<file path="config.mk">
export PLATFORM = sky130hd
export DESIGN_NAME = scl_sound_mailbox
export DESIGN_NICKNAME = d
export VERILOG_FILES = /design/src/rtl/scl_pkg.sv /design/src/rtl/scl_rst_sync.sv /design/src/rtl/scl_data_latch.sv /design/src/rtl/scl_nmi_gate.sv /design/src/rtl/scl_sound_mailbox.sv
export SDC_FILE = /design/constraint.sdc
export NUM_CORES = 1
export LEC_CHECK = 0
export BUFFER_PORTS_ARGS = -buffer_cell sky130_fd_sc_hd__buf_2
export CAP_MARGIN = 15
export CORE_AREA = 3 3 40 42
export CTS_BUF_LIST = sky130_fd_sc_hd__clkbuf_2 sky130_fd_sc_hd__clkbuf_4 sky130_fd_sc_hd__clkbuf_8
export DETAILED_ROUTE_END_ITERATION = 10
export DIE_AREA = 0 0 43 45
export GPL_TIMING_DRIVEN = 0
export HOLD_SLACK_MARGIN = 0.08
export PLACE_DENSITY = 0.74
export SLEW_MARGIN = 10
export SYNTH_ARGS = -nofsm -noshare
export SYNTH_HDL_FRONTEND = slang
export SYNTH_HIERARCHICAL = 1
export SYNTH_SLANG_ARGS = --single-unit
</file>
<file path="constraint.sdc">
create_clock -name clk -period 1 [get_ports clk]
set_input_delay 0.15 -clock clk [delete_from_list [all_inputs] [get_ports clk]]
set_output_delay 0.15 -clock clk [all_outputs]
set_load 0.005 [all_outputs]
</file>
<file path="src/rtl/scl_pkg.sv">
package scl_pkg;
  localparam int SCL_DATA_W = 8;

  typedef struct packed {
    logic open;
    logic pend;
  } scl_gate_t;
endpackage

</file>
<file path="src/rtl/scl_rst_sync.sv">
module scl_rst_sync #(
  parameter int STAGES = 2
) (
  input  logic clk,
  input  logic rst_n,
  output logic rst_sync_n
);
  localparam int LAST = STAGES - 1;

  logic [LAST:0] chain_q;
  logic [LAST:0] chain_d;

  generate
    if (STAGES == 1) begin : g_one
      assign chain_d = 1'b1;
    end else begin : g_many
      assign chain_d = {chain_q[LAST-1:0], 1'b1};
    end
  endgenerate

  always_ff @(posedge clk or negedge rst_n) begin
    if (!rst_n) chain_q <= '0;
    else        chain_q <= chain_d;
  end

  assign rst_sync_n = chain_q[LAST];
endmodule

</file>
<file path="src/rtl/scl_data_latch.sv">
module scl_data_latch #(
  parameter int W = 8
) (
  input  logic         clk,
  input  logic         rst_n,
  input  logic         ld,
  input  logic [W-1:0] d,
  output logic [W-1:0] q
);
  logic [W-1:0] q_r;

  always_ff @(posedge clk or negedge rst_n) begin
    if (!rst_n)  q_r <= '0;
    else if (ld) q_r <= d;
  end

  assign q = q_r;
endmodule

</file>
<file path="src/rtl/scl_nmi_gate.sv">
module scl_nmi_gate
  import scl_pkg::*;
(
  input  logic clk,
  input  logic rst_n,
  input  logic req,
  input  logic open_stb,
  input  logic close_stb,
  output logic open_flag,
  output logic pend_flag,
  output logic pulse
);
  scl_gate_t st_q, st_d;
  logic      pulse_q, pulse_d;
  logic      open_eff;

  // The closing strobe wins when both strobes arrive together.
  always_comb begin
    open_eff = open_stb & ~close_stb;

    st_d = st_q;
    if (close_stb)     st_d.open = 1'b0;
    else if (open_stb) st_d.open = 1'b1;

    if (open_eff)                 st_d.pend = 1'b0;
    else if (req && !st_q.open)   st_d.pend = 1'b1;

    pulse_d = (req & (st_q.open | open_eff)) | (open_eff & st_q.pend);
  end

  always_ff @(posedge clk or negedge rst_n) begin
    if (!rst_n) begin
      st_q    <= '0;
      pulse_q <= 1'b0;
    end else begin
      st_q    <= st_d;
      pulse_q <= pulse_d;
    end
  end

  assign open_flag = st_q.open;
  assign pend_flag = st_q.pend;
  assign pulse     = pulse_q;
endmodule

</file>
<file path="src/rtl/scl_sound_mailbox.sv">
module scl_sound_mailbox #(
  parameter int DATA_W     = scl_pkg::SCL_DATA_W,
  parameter int SYNC_STAGES = 2
) (
  input  logic              clk,
  input  logic              rst_n,
  input  logic              cmd_wr,
  input  logic [DATA_W-1:0] cmd_data,
  input  logic              nmi_open,
  input  logic              nmi_close,
  output logic [DATA_W-1:0] cmd_q,
  output logic              nmi_pulse
);
  logic rst_sync_n;
  logic open_flag;
  logic pend_flag;

  scl_rst_sync #(.STAGES(SYNC_STAGES)) u_rst (
    .clk        (clk),
    .rst_n      (rst_n),
    .rst_sync_n (rst_sync_n)
  );

  scl_data_latch #(.W(DATA_W)) u_latch (
    .clk   (clk),
    .rst_n (rst_sync_n),
    .ld    (cmd_wr),
    .d     (cmd_data),
    .q     (cmd_q)
  );

  scl_nmi_gate u_gate (
    .clk       (clk),
    .rst_n     (rst_sync_n),
    .req       (cmd_wr),
    .open_stb  (nmi_open),
    .close_stb (nmi_close),
    .open_flag (open_flag),
    .pend_flag (pend_flag),
    .pulse     (nmi_pulse)
  );
endmodule

</file>
==> results of run 1 <==
through the flow:
step / setup slack (ns) / area (um^2)
3_5_place_dp: 0.122 / 624
2_1_floorplan: 0.252 / 500
6_report: 0.0667 / 674
3_3_place_gp: 0.139 / 624
4_1_cts: 0.0524 / 674
5_1_grt: 0.0249 / 674
state kept, by name (all words and copies together), names as in the netlist:
register,flops
u_gate/pulse,1
u_gate/pend_flag,1
u_gate/open_flag,1
u_rst/chain_q,2
u_latch/q,8
worst paths after layout:
path	to	slack (ns)	startpoint
max reg2reg	u_latch/q[0]	0.22	u_latch/q[0]
min in group asynchronous	u_gate/pend_flag	0.17	u_rst/chain_q[1]
max in group asynchronous	u_latch/q[5]	0.53	u_rst/chain_q[1]
max	cmd_q[5]	0.07	u_latch/q[5]
min reg2reg	u_gate/pend_flag	0.17	u_rst/chain_q[1]
min	u_latch/q[2]	0.11	cmd_data[2]
repair_timing:
action | 4_1_cts | 5_1_grt
resized for setup | 0 | 0
hold buffers | 2 | 0
endpoints found under the hold margin | 3 | 0
cell usage in the layout (no fill, tap or decap):
| master | count |
|---|---|
| sky130_fd_sc_hd__nand2_1 | 1 |
| sky130_fd_sc_hd__nand2b_1 | 1 |
| sky130_fd_sc_hd__dfrtp_1 | 13 |
| sky130_fd_sc_hd__mux2_4 | 8 |
| sky130_fd_sc_hd__o21ai_1 | 1 |
| sky130_fd_sc_hd__o21a_1 | 1 |
| sky130_fd_sc_hd__nor2_1 | 3 |
| sky130_fd_sc_hd__dlygate4sd3_1 | 2 |
| sky130_fd_sc_hd__conb_1 | 1 |
| sky130_fd_sc_hd__buf_6 | 1 |
| sky130_fd_sc_hd__clkbuf_4 | 4 |
| sky130_fd_sc_hd__buf_2 | 21 |
| sky130_fd_sc_hd__nor2b_1 | 1 |
metal layers:
metal / GRT usage [%] / vias to the layer above
li1: - / 154
met1: 15.6 / 157
met2: 17.4 / 13
met3: 2.79 / 2
met4: 7.23 / 0
met5: 0 / -
power by group through the flow:
stage / Combinational, uW / Sequential (uW) / Clock (uW)
after floorplan: 77.3 / 614 / 0
after global placement: 150 / 611 / 0
after CTS: 160 / 605 / 356
final: 157 / 603 / 336
after global routing: 174 / 614 / 381
after detailed placement: 153 / 615 / 0
area by class of cell:
type	instances	area, um^2	area share (%)
sequential	13	325	48.2
tap	15	18.8	2.78
clock buffer	4	30.0	4.45
buffer	1	11.3	1.67
multi-input combinational	17	164	24.3
timing repair buffer	23	125	18.6
cell families (layout without fill, tap and decap cells):
logic type             after synthesis  in the layout  synth area share (%)
muxes                                8              8                  24.0
buffers and inverters                1             28                  2.25
and+or+nand+nor                      6              6                  5.50
DFF                                 13             13                  65.0
AOI/OAI and AO/OA                    2              2                  2.50
other                                1              1                 0.749
==> Flow_metrics.wiki, run 1 <==
{| class="wikitable"
! Metric !! Value
|-
| Run status || finished, final reports clean
|-
| Launching element type of the critical path || flip-flop
|-
| Max Clk Rate || 1.07 GHz
|-
| Initial Utilization || 38.9%
|-
| Drt wl/cell || 12.1 um
|-
| Ordered list of cells on the worst path || buf_2
|-
| Buffering stage count on the worst path with inverters included || 1
|-
| Final min period || 0.933 ns
|-
| Top Layer Used || met4
|-
| Number of enable flip-flop cells after synthesis || 0
|-
| Clock tree from TritonCTS || yes
|-
| Num Clock Sinks || 13
|-
| Remaining design rule violation count || 0
|-
| Post-CTS setup-driven buffer insertion count || 0
|-
| Cell total after placement || 67
|-
| Top_reg_cell synth || sky130_fd_sc_hd__dfrtp_1
|-
| Synth unique cells || 10
|-
| Switching power summed over all nets || 238 uW
|-
| Standby leakage power || 0.000355 uW
|-
| Area growth from synthesis to final layout || 34.8%
|-
| Warnings from Yosys || 6
|-
| Final HPWL from detailed placement || 671 um
|-
| Setup repair after global routing missed its margin || false
|-
| Combinational Power Share || 14.3%
|-
| Met3 wire length || 81 um
|-
| Share of the synthesized area in the top cell type || 65.0%
|-
| Power share of the clock group || 30.7%
|-
| Power Internal || 859 uW
|-
| Worst Path Required || 0.85 ns
|-
| Std cell rows || 13
|-
| Pre-Repair DR Iteration Count || 2
|-
| Classification of the worst setup path || flip-flop to output port
|-
| Max Clock Skew || 0.000748 ns
|-
| Number of global-route vias before repair || 365
|-
| Number of buffers created by CTS || 3
|-
| Final setup violation count || 0
|-
| Mean number of vias per cell || 4.47
|-
| Largest vdd supply drop || 760 uV
|-
| Synth cell count leaders || sky130_fd_sc_hd__dfrtp_1 (13), sky130_fd_sc_hd__mux2_4 (8), sky130_fd_sc_hd__nor2_1 (3)
|-
| Power density cells || 1630 mW/mm^2
|-
| Sequential area share after synthesis || 65.0%
|-
| Category of cells accounting for the largest share of critical-path delay || flip-flops
|-
| Proportion of layout cells with a drive suffix above 1 || 58.6%
|-
| Die width || 43 um
|-
| Most frequent cell after synthesis || sky130_fd_sc_hd__dfrtp_1
|-
| Post-synthesis area per instance || 16.1 um^2
|-
| Largest fanout on the critical path || 2
|-
| Vert. Die Dim || 45 um
|-
| Final max-slew violation count || 0
|-
| WP depth || 1
|-
| Longest individual stage delay on the worst path || 0.39 ns
|-
| Sw Ratio || 21.7%
|-
| Number of synthesized register bits || 13
|-
| Fillcell total || 119
|-
| Net total in the final layout || 72
|-
| Async set-or-reset flop fraction in the synthesized netlist || 100%
|-
| Largest net degree at the start of global routing || 12
|-
| Classification of the worst-slack hold path || input port to flip-flop
|-
| Layout Utilization || 52.5%
|-
| Smallest hold slack || 0.109 ns
|-
| DRC violation total after the first TritonRoute iteration || 5
|-
| Global-route wire length before repair || 1640 um
|-
| Share of total power in sequential cells || 55.0%
|-
| Cell type with the highest aggregate area in the netlist || sky130_fd_sc_hd__dfrtp_1
|-
| CTS Buffer Depth || 2
|-
| Maxcap violations || 0
|-
| CTS HTree Levels || 1
|-
| Non-filler instance count after layout || 73
|-
| Final ANT Viol Nets || 0
|-
| CTS root buffer || sky130_fd_sc_hd__clkbuf_4
|-
| Logic depth of the worst register-to-register path || 1
|-
| Critical Path AT || 0.78 ns
|-
| Clock network latency to the later pin of the worst-skew pair || 0.26 ns
|-
| Met2 wire length || 407 um
|-
| Largest cells by area after synthesis || sky130_fd_sc_hd__dfrtp_1 (65%), sky130_fd_sc_hd__mux2_4 (24%), sky130_fd_sc_hd__buf_6 (2.3%)
|-
| Setup TNS || 0 ns
|-
| Total wire length after detailed routing || 885 um
|-
| Grt ovf || 0
|-
| Final total power || 1100 uW
|-
| Hold Fails Final Rpt || 0
|-
| Via count of the routed design || 326
|-
| Slowest cell on the critical path || sky130_fd_sc_hd__dfrtp_1
|-
| GP Congestion || 0.585
|-
| Initial antenna violation count || 0
|-
| Post-synth net total || 44
|-
| Period utilization || 93.3%
|-
| Hold Path Cell Cnt || 2
|-
| Core Footprint || 0.00128 mm^2
|-
| Total routing resource utilization after global routing || 11.7%
|-
| Area enclosed by the die boundary || 0.00194 mm^2
|-
| Post-Synthesis Cells || 31
|-
| Buffers added on ports || 21
|-
| Clock edge transition at the registers on the reported setup and hold paths || 0.07 ns
|-
| Total standard cell area after synthesis || 500 um^2
|-
| Kind of capture point of the worst setup path || output port
|-
| Routed length on met1 || 390 um
|-
| ANT cells || 0
|-
| IO Pins || 22
|}
No activity file was read; power rests on OpenSTA's default activity.
==> inputs of run 2 (changes only) <==
REMOVE_ABC_BUFFERS = 1   (was unset)
==> Flow_metrics.wiki, run 2 (synthesis results as in run 1) <==
{| class="wikitable"
! Metric !! Value
|-
| Run status || finished, final reports clean (unchanged)
|-
| Mean number of vias per cell || 4.42 (was 4.47)
|-
| Proportion of layout cells with a drive suffix above 1 || 57.9% (was 58.6%)
|-
| Number of buffers created by CTS || 3 (unchanged)
|-
| Clock tree from TritonCTS || yes (unchanged)
|-
| GP Congestion || 0.676 (was 0.585)
|-
| Largest vdd supply drop || 943 uV (was 760 uV)
|-
| Slowest cell on the critical path || sky130_fd_sc_hd__dfrtp_1 (unchanged)
|-
| DRC violation total after the first TritonRoute iteration || 2 (was 5)
|-
| Kind of capture point of the worst setup path || output port (unchanged)
|-
| Smallest hold slack || 0.111 ns (was 0.109 ns)
|-
| Vert. Die Dim || 45 um (unchanged)
|-
| Initial antenna violation count || 0 (unchanged)
|-
| Remaining design rule violation count || 0 (unchanged)
|-
| Critical path startpoint || u_latch/q[6] (was u_latch/q[5])
|-
| CTS Buffer Depth || 2 (unchanged)
|-
| Grt ovf || 0 (unchanged)
|-
| Total wire length after detailed routing || 841 um (was 885 um)
|-
| Final setup violation count || 0 (unchanged)
|-
| Clock network latency to the later pin of the worst-skew pair || 0.26 ns (about the same)
|-
| Largest net degree at the start of global routing || 12 (unchanged)
|-
| Num Clock Sinks || 13 (unchanged)
|-
| Final HPWL from detailed placement || 643 um (was 671 um)
|-
| Ordered list of cells on the worst path || buf_2 (unchanged)
|-
| Final ANT Viol Nets || 0 (unchanged)
|-
| Global-route wire length before repair || 1510 um (was 1640 um)
|-
| Fillcell total || 115 (was 119)
|-
| CTS root buffer || sky130_fd_sc_hd__clkbuf_4 (unchanged)
|-
| Final min period || 0.926 ns (was 0.933 ns)
|-
| Combinational Power Share || 14.1% (was 14.3%)
|-
| Std cell rows || 13 (unchanged)
|-
| Post-CTS setup-driven buffer insertion count || 0 (unchanged)
|-
| Number of hold buffers added after cts || 2 (unchanged)
|-
| Power share of the clock group || 30.4% (was 30.7%)
|-
| Power Internal || 855 uW (was 859 uW)
|-
| Classification of the worst-slack hold path || input port to flip-flop (unchanged)
|-
| Max reg flops || 8 (unchanged)
|-
| Logic depth of the worst register-to-register path || 1 (unchanged)
|-
| Critical Path AT || 0.78 ns (about the same)
|-
| Sw Ratio || 21.1% (was 21.7%)
|-
| Max Clk Rate || 1.08 GHz (was 1.07 GHz)
|-
| Core Footprint || 0.00128 mm^2 (unchanged)
|-
| Total routing resource utilization after global routing || 11.0% (was 11.7%)
|-
| Classification of the worst setup path || flip-flop to output port (unchanged)
|-
| Setup TNS || 0 ns (unchanged)
|-
| Worst reg-to-reg setup slack || 0.23 ns (was 0.22 ns)
|-
| Largest fanout on the critical path || 2 (unchanged)
|-
| Longest individual stage delay on the worst path || 0.39 ns (about the same)
|-
| Buffering stage count on the worst path with inverters included || 1 (unchanged)
|-
| Buffers added on ports || 21 (unchanged)
|-
| Pre-Repair DR Iteration Count || 2 (unchanged)
|-
| Period utilization || 92.6% (was 93.3%)
|-
| Number of global-route vias before repair || 362 (was 365)
|-
| Highest-count cells in the layout ignoring fill and taps || sky130_fd_sc_hd__buf_2 (21), sky130_fd_sc_hd__dfrtp_1 (13), sky130_fd_sc_hd__mux2_4 (8) (unchanged)
|-
| Clock edge transition at the registers on the reported setup and hold paths || 0.07 ns (about the same)
|-
| Setup repair after global routing missed its margin || false (unchanged)
|-
| Standby leakage power || 0.000348 uW (was 0.000355 uW)
|-
| CTS HTree Levels || 1 (unchanged)
|-
| Max Clock Skew || 0.00279 ns (was 0.000748 ns)
|-
| Critical register-to-register path endpoint || u_latch/q[6] (was u_latch/q[0])
|-
| Hold Path Cell Cnt || 2 (unchanged)
|-
| Most common library cell in the layout ignoring fill and taps || sky130_fd_sc_hd__buf_2 (unchanged)
|-
| Drt wl/cell || 11.7 um (was 12.1 um)
|-
| Hold Fails Final Rpt || 0 (unchanged)
|-
| Switching power summed over all nets || 228 uW (was 238 uW)
|-
| Worst setup path endpoint || cmd_q[6] (was cmd_q[5])
|-
| Area growth from synthesis to final layout || 32.5% (was 34.8%)
|-
| Post_cts resized || 0 (unchanged)
|-
| Share of total power in sequential cells || 55.5% (was 55.0%)
|-
| Launching element type of the critical path || flip-flop (unchanged)
|-
| Net total in the final layout || 71 (was 72)
|-
| Critical R2R Launch || u_latch/q[6] (was u_latch/q[0])
|-
| ANT cells || 0 (unchanged)
|-
| Die width || 43 um (unchanged)
|-
| Maxcap violations || 0 (unchanged)
|-
| Power density cells || 1630 mW/mm^2 (about the same)
|-
| Category of cells accounting for the largest share of critical-path delay || flip-flops (unchanged)
|-
| Final max-slew violation count || 0 (unchanged)
|-
| Initial Utilization || 38.9% (unchanged)
|-
| IO Pins || 22 (unchanged)
|-
| WP depth || 1 (unchanged)
|-
| Area enclosed by the die boundary || 0.00194 mm^2 (unchanged)
|-
| Worst Path Required || 0.85 ns (about the same)
|-
| Via count of the routed design || 318 (was 326)
|}
==> run 2: cell type report <==
type                            count  area, um^2  area share, %
Timing Repair Buffer               23         125           18.9
Sequential cell                    13         325           49.1
Multi-Input combinational cell     17         164           24.7
Clock buffer                        4        30.0           4.53
Tap cell                           15        18.8           2.83
==> run 2: worst min-delay path by stage <==
stage | slack (ns) | to | start
floorplan | -0.15 | u_rst/chain_q[0] | rst_n
global placement | -0.06 | u_rst/chain_q[0] | rst_n
detailed placement | -0.06 | u_rst/chain_q[0] | rst_n
CTS | 0.1 | u_latch/q[2] | cmd_data[2]
global route | 0.09 | u_latch/q[2] | cmd_data[2]
finish | 0.11 | u_latch/q[2] | cmd_data[2]
==> run 2: per-layer routing <==
layer  vias up  wire length (um)  GRT usage (%)
met2        17               398           18.0
met4         0                 0           1.81
li1        152                 -              -
met1       149               329           12.0
met3         0               113           7.57
met5         -                 0              0
==> run 2: power groups by stage <==
stage	Clock [uW]	Combinational (uW)	Sequential, uW
4_1_cts	350	156	604
6_report	329	152	602
3_3_place_gp	0	144	611
2_1_floorplan	0	66.9	614
5_1_grt	391	168	612
3_5_place_dp	0	149	614
==> run 2: metrics by stage <==
| step | setup slack (ns) | util (%) | total power, uW | cells | area (um^2) |
|---|---|---|---|---|---|
| floorplan | 0.252 | - | 681 | 30 | 489 |
| global placement | 0.121 | 47.7 | 755 | 66 | 613 |
| detailed placement | 0.104 | 47.7 | 762 | 66 | 613 |
| CTS | 0.0514 | 51.6 | 1110 | 72 | 663 |
| global route | 0.0151 | 51.6 | 1170 | 72 | 663 |
| finish | 0.0741 | 51.6 | 1080 | 72 | 663 |
